--- config.mk ---
export PLATFORM = sky130hd
export DESIGN_NAME = omc_macrocell
export DESIGN_NICKNAME = d
export VERILOG_FILES = /design/src/rtl/omc_pkg.sv /design/src/rtl/omc_rst_sync.sv /design/src/rtl/omc_state_reg.sv /design/src/rtl/omc_pin_drive.sv /design/src/rtl/omc_fb_select.sv /design/src/rtl/omc_macrocell.sv
export SDC_FILE = /design/constraint.sdc
export NUM_CORES = 1
export LEC_CHECK = 0
export ABC_AREA = 0
export BUFFER_PORTS_ARGS = -buffer_cell sky130_fd_sc_hd__buf_2
export CAP_MARGIN = 20
export CORE_AREA = 4 4 41 43
export CTS_CLUSTER_DIAMETER = 30
export CTS_CLUSTER_SIZE = 16
export DETAILED_ROUTE_END_ITERATION = 8
export DIE_AREA = 0 0 45 47
export SYNTH_ARGS = -nofsm -noshare
export SYNTH_HDL_FRONTEND = slang
export SYNTH_SLANG_ARGS = --single-unit
--- constraint.sdc ---
create_clock -name clk -period 0.9 [get_ports clk]
set_input_delay 0.18 -clock clk [delete_from_list [all_inputs] [get_ports clk]]
set_output_delay 0.18 -clock clk [all_outputs]
set_load 0.01 [all_outputs]
--- src/rtl/omc_pkg.sv ---
package omc_pkg;

  localparam int unsigned CFG_W = 2;

  typedef enum logic {
    OMC_REGISTERED = 1'b0,
    OMC_COMB       = 1'b1
  } omc_mode_e;

  typedef struct packed {
    omc_mode_e mode;
    logic      active_high;
  } omc_cfg_t;

  function automatic omc_cfg_t omc_decode(input logic [CFG_W-1:0] raw);
    omc_cfg_t c;
    c.mode        = omc_mode_e'(raw[1]);
    c.active_high = raw[0];
    return c;
  endfunction

endpackage

--- src/rtl/omc_rst_sync.sv ---
module omc_rst_sync #(
  parameter int unsigned STAGES = 2
) (
  input  logic clk,
  input  logic rst_n,
  output logic rst_sync_n
);

  logic [STAGES-1:0] chain_q;
  logic [STAGES-1:0] chain_nxt;

  always_comb begin
    chain_nxt = (chain_q << 1) | {{(STAGES-1){1'b0}}, 1'b1};
  end

  always_ff @(posedge clk or negedge rst_n) begin
    if (!rst_n) begin
      chain_q <= '0;
    end else begin
      chain_q <= chain_nxt;
    end
  end

  assign rst_sync_n = chain_q[STAGES-1];

endmodule

--- src/rtl/omc_state_reg.sv ---
module omc_state_reg (
  input  logic clk,
  input  logic rst_sync_n,
  input  logic ar_term,
  input  logic sp_term,
  input  logic sum_term,
  output logic q_state
);

  logic clr_n;
  logic q_nxt;

  assign clr_n = rst_sync_n & ~ar_term;

  always_comb begin
    if (sp_term) begin
      q_nxt = 1'b1;
    end else begin
      q_nxt = sum_term;
    end
  end

  always_ff @(posedge clk or negedge clr_n) begin
    if (!clr_n) begin
      q_state <= 1'b0;
    end else begin
      q_state <= q_nxt;
    end
  end

endmodule

--- src/rtl/omc_pin_drive.sv ---
module omc_pin_drive
  import omc_pkg::*;
(
  input  omc_cfg_t cfg,
  input  logic     sum_term,
  input  logic     q_state,
  input  logic     oe_term,
  output logic     pad_o,
  output logic     pad_oe
);

  logic core_val;
  logic pol_val;

  always_comb begin
    if (cfg.mode == OMC_COMB) begin
      core_val = sum_term;
    end else begin
      core_val = q_state;
    end
    pol_val = cfg.active_high ? core_val : ~core_val;
  end

  assign pad_oe = oe_term;
  assign pad_o  = oe_term & pol_val;

endmodule

--- src/rtl/omc_fb_select.sv ---
module omc_fb_select
  import omc_pkg::*;
(
  input  omc_cfg_t cfg,
  input  logic     q_state,
  input  logic     pad_o,
  input  logic     pad_oe,
  input  logic     pad_i,
  output logic     fb_true,
  output logic     fb_comp
);

  logic pin_level;

  always_comb begin
    pin_level = pad_oe ? pad_o : pad_i;
    if (cfg.mode == OMC_COMB) begin
      fb_true = pin_level;
    end else begin
      fb_true = ~q_state;
    end
  end

  assign fb_comp = ~fb_true;

endmodule

--- src/rtl/omc_macrocell.sv ---
module omc_macrocell
  import omc_pkg::*;
#(
  parameter int unsigned SYNC_STAGES = 2
) (
  input  logic             clk,
  input  logic             rst_n,
  input  logic [CFG_W-1:0] cfg_sel,
  input  logic             sum_term,
  input  logic             oe_term,
  input  logic             ar_term,
  input  logic             sp_term,
  input  logic             pad_i,
  output logic             pad_o,
  output logic             pad_oe,
  output logic             fb_true,
  output logic             fb_comp
);

  omc_cfg_t cfg;
  logic     rst_sync_n;
  logic     q_state;

  assign cfg = omc_decode(cfg_sel);

  omc_rst_sync #(.STAGES(SYNC_STAGES)) u_rst_sync (
    .clk        (clk),
    .rst_n      (rst_n),
    .rst_sync_n (rst_sync_n)
  );

  omc_state_reg u_state (
    .clk        (clk),
    .rst_sync_n (rst_sync_n),
    .ar_term    (ar_term),
    .sp_term    (sp_term),
    .sum_term   (sum_term),
    .q_state    (q_state)
  );

  omc_pin_drive u_drive (
    .cfg      (cfg),
    .sum_term (sum_term),
    .q_state  (q_state),
    .oe_term  (oe_term),
    .pad_o    (pad_o),
    .pad_oe   (pad_oe)
  );

  omc_fb_select u_fb (
    .cfg     (cfg),
    .q_state (q_state),
    .pad_o   (pad_o),
    .pad_oe  (pad_oe),
    .pad_i   (pad_i),
    .fb_true (fb_true),
    .fb_comp (fb_comp)
  );

endmodule

==> impl_metrics.yaml, run 1 <==
global_route:
  antenna_found_initial: 0
  grt_util_all_layers_pct: 4.51
  grt_pass1_wl_um: 593
  grt_start_max_net_pins: 5
  grt_pass1_vias: 152
  grt_overflow: 0
floorplan:
  die_h_um: 47
  die_w_um: 45
  coreArea_mm2: 0.00130
  ios: 13
  rows: 13
  die_area_mm2: 0.00212
  start_util_pct: 13.4
worst_setup_path:
  max_stage_delay_ns: 0.37
  worst-path-max-fanout: 2
  cpLargestDelayFamily: "flip-flops"
  r2r-end: "u_rst_sync.chain_q[1]"
  rrSetupSlack_ns: 0.44
  crit_arrival_ns: 1.10
  ff2ff_path_depth: 0
  worstSetupEndpointType: "output port"
  cpMaxStageDelayCell: "dfrtp_1"
  cpMostUsedCell: "mux2i_1"
  cp-start-kind: "flop"
  path_buf_inv: 1
  worstPathCellList: "mux2i_1, mux2i_1, buf_2"
  worstPathRequired_ns: 0.72
  critical_path_class: "reg2out"
  reg2reg_from: "u_rst_sync.chain_q[0]"
sta:
  slew_violations: 0
  setup_tns_ns: -0.823
  fin_crit_sh_pct: 142
  clock-skew-final_ns: 0.00129
  rsz0062_at_grt: "true"
  fin_crit_ns: 1.28
  setup_ws_ns: -0.378
  hold_viol: 0
  fmax_mhz: 782
  setup_viol: 3
yosys:
  synth.distinct_cells: 12
  synth_mux_area_share_pct: 11.5
  synth_flop_cell: "dfrtp_1"
  synthSimpleGateAreaFrac_pct: 23.7
  syn_area_um2: 174
  ys_seq_area_share_pct: 43.2
  syn-num-nets: 26
  synth_xor_area_share_pct: 5.04
  syn_avg_cell_area_um2: 10.2
  synth-compound-area-share_pct: 10.1
  ys_ff_latch: 3
  synth_cells: 17
  ys_async_sr_fraction_pct: 100
  yosys-top-cells-count: "dfrtp_1, mux2i_1, nand2_1, nand2b_1"
  yosysMostFrequentCell: "dfrtp_1"
  yosys.area.top_type: "dfrtp_1"
  synth_top_cell_area_share_pct: 43.2
  synth_top_family_by_area: "simple AND/OR/NAND/NOR gates"
  synth.yosys.warnings: 0
  synth-edff-count: 0
  synth.area.top_cells: "dfrtp_1, mux2i_1, nand2b_1"
  yosys.area_share.adder_pct: 0
placed_design:
  dp_slack_ns: -0.193
  dp_hpwl_um: 363
  gp_congestion: 0.553
  port_buffers: 12
  dpl_cell_area_um2: 253
drt:
  avgRoutedWirePerCell_um: 8.08
  post_drt_via_cell_ratio: 3.50
  drc: 0
  ant_nets: 0
  drt_iter0_markers: 4
  first_pass_iters: 4
  vias: 175
  finalWirelength_um: 404
final_layout:
  synthToLayoutAreaGrowth_pct: 71.9
  utilization_pct: 23.0
  multiInputGateArea_um2: 91.3
  layout.area.seq_um2: 75.1
  fin_nets: 45
  fin_area_um2: 299
  layout-drive-gt1-share_pct: 48.6
  diodes: 0
  fillCellCount: 151
run_status:
  outcome: "complete, but fails checks"
  violations: "setup timing"
clock_network:
  insertion_delay_ns: 0.23
  cts-resized-gates: 0
  cts_made_buffers: 3
  htreeDepth: 1
  cts_sinks: 3
  cts_root_buf: "clkbuf_4"
  clkTransAtPathRegs_ns: 0.03
  cts_buffer_depth: 2
  cts_tree: "done"
pwr:
  leakagePower_nw: 0.153
  vdd_ir_drop_max_mv: 0.538
  power_density_mw_per_mm2: 1550
  design_power_total_mw: 0.463
worst_hold_path:
  min_path_type: "reg2async"
run:
  maxCapViolations: 0
==> layout make-up <==
cell class | instances | share of cell area, %
Clock buffer | 4 | 8.79
Multi-Input combinational cell | 13 | 30.5
Sequential cell | 3 | 25.1
Tap cell | 15 | 6.28
Timing Repair Buffer | 15 | 29.3
==> worst max-delay path by stage <==
stage | slack (ns) | from | cells past startpoint | end
6_report | -0.38 | u_state.q_state | 3 | pad_o
3_3_place_gp | -0.19 | pad_i | 4 | fb_true
4_1_cts | -0.39 | u_state.q_state | 3 | pad_o
2_1_floorplan | -0.08 | u_state.q_state | 2 | pad_o
3_5_place_dp | -0.19 | pad_i | 4 | fb_comp
5_1_grt | -0.48 | u_state.q_state | 3 | pad_o
==> cells by family (layout without fill, tap and decap cells) <==
| family | Yosys count | count (layout) |
|---|---|---|
| AND/OR/NAND/NOR | 7 | 7 |
| buffers and inverters | 1 | 19 |
| flip-flops | 3 | 3 |
| multiplexers | 2 | 2 |
| AO/OA/AOI/OAI | 2 | 2 |
| XOR/XNOR | 1 | 1 |
| other | 1 | 1 |
==> routing by layer <==
| layer | track usage (%) | routed length (um) | vias to the layer above |
|---|---|---|---|
| met5 | 0 | 0 | - |
| met4 | 8.77 | 0 | 0 |
| met2 | 4.24 | 182 | 13 |
| li1 | - | - | 91 |
| met1 | 5.25 | 169 | 71 |
| met3 | 1.53 | 52 | 0 |
==> power by group <==
group / total (mW) / switching (mW) / leakage, nW / internal, mW
clock: 0.228 / 0.0628 / 0.0150 / 0.166
sequential: 0.145 / 0.00209 / 0.0346 / 0.143
combinational: 0.0896 / 0.0398 / 0.104 / 0.0498
==> state kept, by name, summed over array words and instances (netlist names) <==
| signal | flops |
|---|---|
| u_rst_sync.chain_q | 2 |
| u_state.q_state | 1 |
==> through the flow <==
step           std cells  hold slack [ns]
4_1_cts               50            0.128
6_report              50            0.118
3_3_place_gp          44          -0.0337
5_1_grt               50            0.143
3_5_place_dp          44          -0.0334
2_1_floorplan         17           -0.116
==> what timing repair did <==
item	in CTS	in global routing
endpoints found under the hold margin	3	0
buffers inserted	0	0
pin swaps	1	1
setup endpoints to repair	3	3
hold buffers	2	0
==> layout by cell type, fill, tap and decap left out, types with 2 or more instances in the layout <==
master,instances
buf_2,12
dfrtp_1,3
nand2_1,2
dlygate4sd3_1,2
nand2b_1,2
mux2i_1,2
clkbuf_4,3
Note: power is estimated with default switching activity, not from simulation.
==> run 2, diff against run 1 <==
Settings changed: CTS_BUF_LIST set to sky130_fd_sc_hd__clkbuf_4 sky130_fd_sc_hd__clkbuf_8.
==> impl_metrics.yaml, run 2 (synthesis gave the netlist of run 1 again) <==
final_layout:
  fin_nets: 45
  fin_area_um2: 303
  largest_reg_flops: 2
  finalNonFillerCells: 50
  regMostFlops: "u_rst_sync.chain_q"
  utilization_pct: 23.3
  layout-drive-gt1-share_pct: 51.4
  diodes: 0
  final_common_cell: "buf_2"
  reg_top3: "u_rst_sync.chain_q x2, u_state.q_state x1"
  synthToLayoutAreaGrowth_pct: 74.1
  final_cell_mix: "buf_2, clkbuf_4, dfrtp_1"
floorplan:
  die_w_um: 45
  die_h_um: 47
  coreArea_mm2: 0.00130
  die_area_mm2: 0.00212
  start_util_pct: 13.4
  rows: 13
  ios: 13
worst_setup_path:
  ff2ff_path_depth: 0
  rrSetupSlack_ns: 0.44
  worst-path-max-fanout: 2
  worstSetupEndpointType: "output port"
  cp-start-kind: "flop"
  r2r-end: "u_rst_sync.chain_q[1]"
  crit_arrival_ns: 1.10
  critical_path_class: "reg2out"
  reg2reg_from: "u_rst_sync.chain_q[0]"
  worstPathRequired_ns: 0.72
  crit_end: "pad_o"
  cp-startpoint: "u_state.q_state"
pwr:
  leakagePower_nw: 0.157
  design_power_total_mw: 0.494
  vdd_ir_drop_max_mv: 0.539
  power_density_mw_per_mm2: 1630
clock_network:
  cts_setup_buffers: 0
  cts_made_buffers: 3
  cts_tree: "done"
  cts_sinks: 3
  insertion_delay_ns: 0.23
  htreeDepth: 1
  cts_buffer_depth: 2
  clkTransAtPathRegs_ns: 0.03
  cts_root_buf: "clkbuf_4"
sta:
  fin_crit_ns: 1.28
  fin_crit_sh_pct: 142
  slew_violations: 0
  setup_ws_ns: -0.380
  setup_viol: 3
  clock-skew-final_ns: 0.000638
  rsz0062_at_grt: "true"
  fmax_mhz: 781
  hold_viol: 0
  whs_ns: 0.117
  setup_tns_ns: -0.828
placed_design:
  dp_hpwl_um: 363
  gp_congestion: 0.553
  dpl_cell_area_um2: 253
  port_buffers: 12
  dp.cells: 44
  dp_slack_ns: -0.193
global_route:
  antenna_found_initial: 0
  grt_util_all_layers_pct: 4.51
  grt_pass1_vias: 152
  grt_start_max_net_pins: 5
  grt_pass1_wl_um: 593
  grt_overflow: 0
drt:
  ant_nets: 0
  vias: 176
  first_pass_iters: 4
  avgRoutedWirePerCell_um: 8.12
  drt_iter0_markers: 4
  finalWirelength_um: 406
  post_drt_via_cell_ratio: 3.52
  drc: 0
run:
  maxCapViolations: 0
run_status:
  violations: "setup timing"
  outcome: "complete, but fails checks"
worst_hold_path:
  min_path_type: "reg2async"
-- run 2: how the worst min path moves through the flow --
| stage | start | end | slack [ns] | cells after the start |
|---|---|---|---|---|
| 6_report | u_rst_sync.chain_q[1] | u_state.q_state | 0.12 | 1 |
| 4_1_cts | u_rst_sync.chain_q[1] | u_state.q_state | 0.13 | 1 |
| 2_1_floorplan | rst_n | u_rst_sync.chain_q[0] | -0.12 | 0 |
| 5_1_grt | sp_term | u_state.q_state | 0.14 | 2 |
| 3_5_place_dp | rst_n | u_rst_sync.chain_q[0] | -0.03 | 1 |
| 3_3_place_gp | rst_n | u_rst_sync.chain_q[0] | -0.03 | 1 |
-- run 2: where the power goes --
| group | switching, mW | leakage, nW | internal (mW) |
|---|---|---|---|
| clock | 0.0642 | 0.0184 | 0.196 |
| sequential | 0.00209 | 0.0346 | 0.143 |
| combinational | 0.0398 | 0.104 | 0.0498 |
| total | 0.106 | 0.157 | 0.388 |
-- run 2: area by class of cell --
cell class	instances	area, um2
Multi-Input combinational cell	13	91.3
Sequential cell	3	75.1
Timing Repair Buffer	15	87.6
Clock buffer	4	30.0
Tap cell	15	18.8
Fill cell	152	998
-- run 2: what timing repair did --
| action | 4_1_cts | 5_1_grt |
|---|---|---|
| endpoints found under the setup margin | 3 | 3 |
| pin swaps | 1 | 1 |
| endpoints found under the hold margin | 3 | 0 |
| hold buffers | 2 | 0 |
| gates resized for setup | 0 | 0 |
-- run 2: per-layer routing --
| layer | global-route usage [%] | vias up | share of wire [%] |
|---|---|---|---|
| met5 | 0 | - | 0 |
| met4 | 8.77 | 0 | 0 |
| met3 | 1.53 | 0 | 13 |
| met2 | 4.24 | 13 | 45 |
| met1 | 5.25 | 72 | 42 |
| li1 | - | 91 | - |
-- run 2: worst max-delay path: stages, from the launching register on --
cell and delay [ns]:
dfrtp_1 0.37, mux2i_1 0.17, mux2i_1 0.19, buf_2 0.15
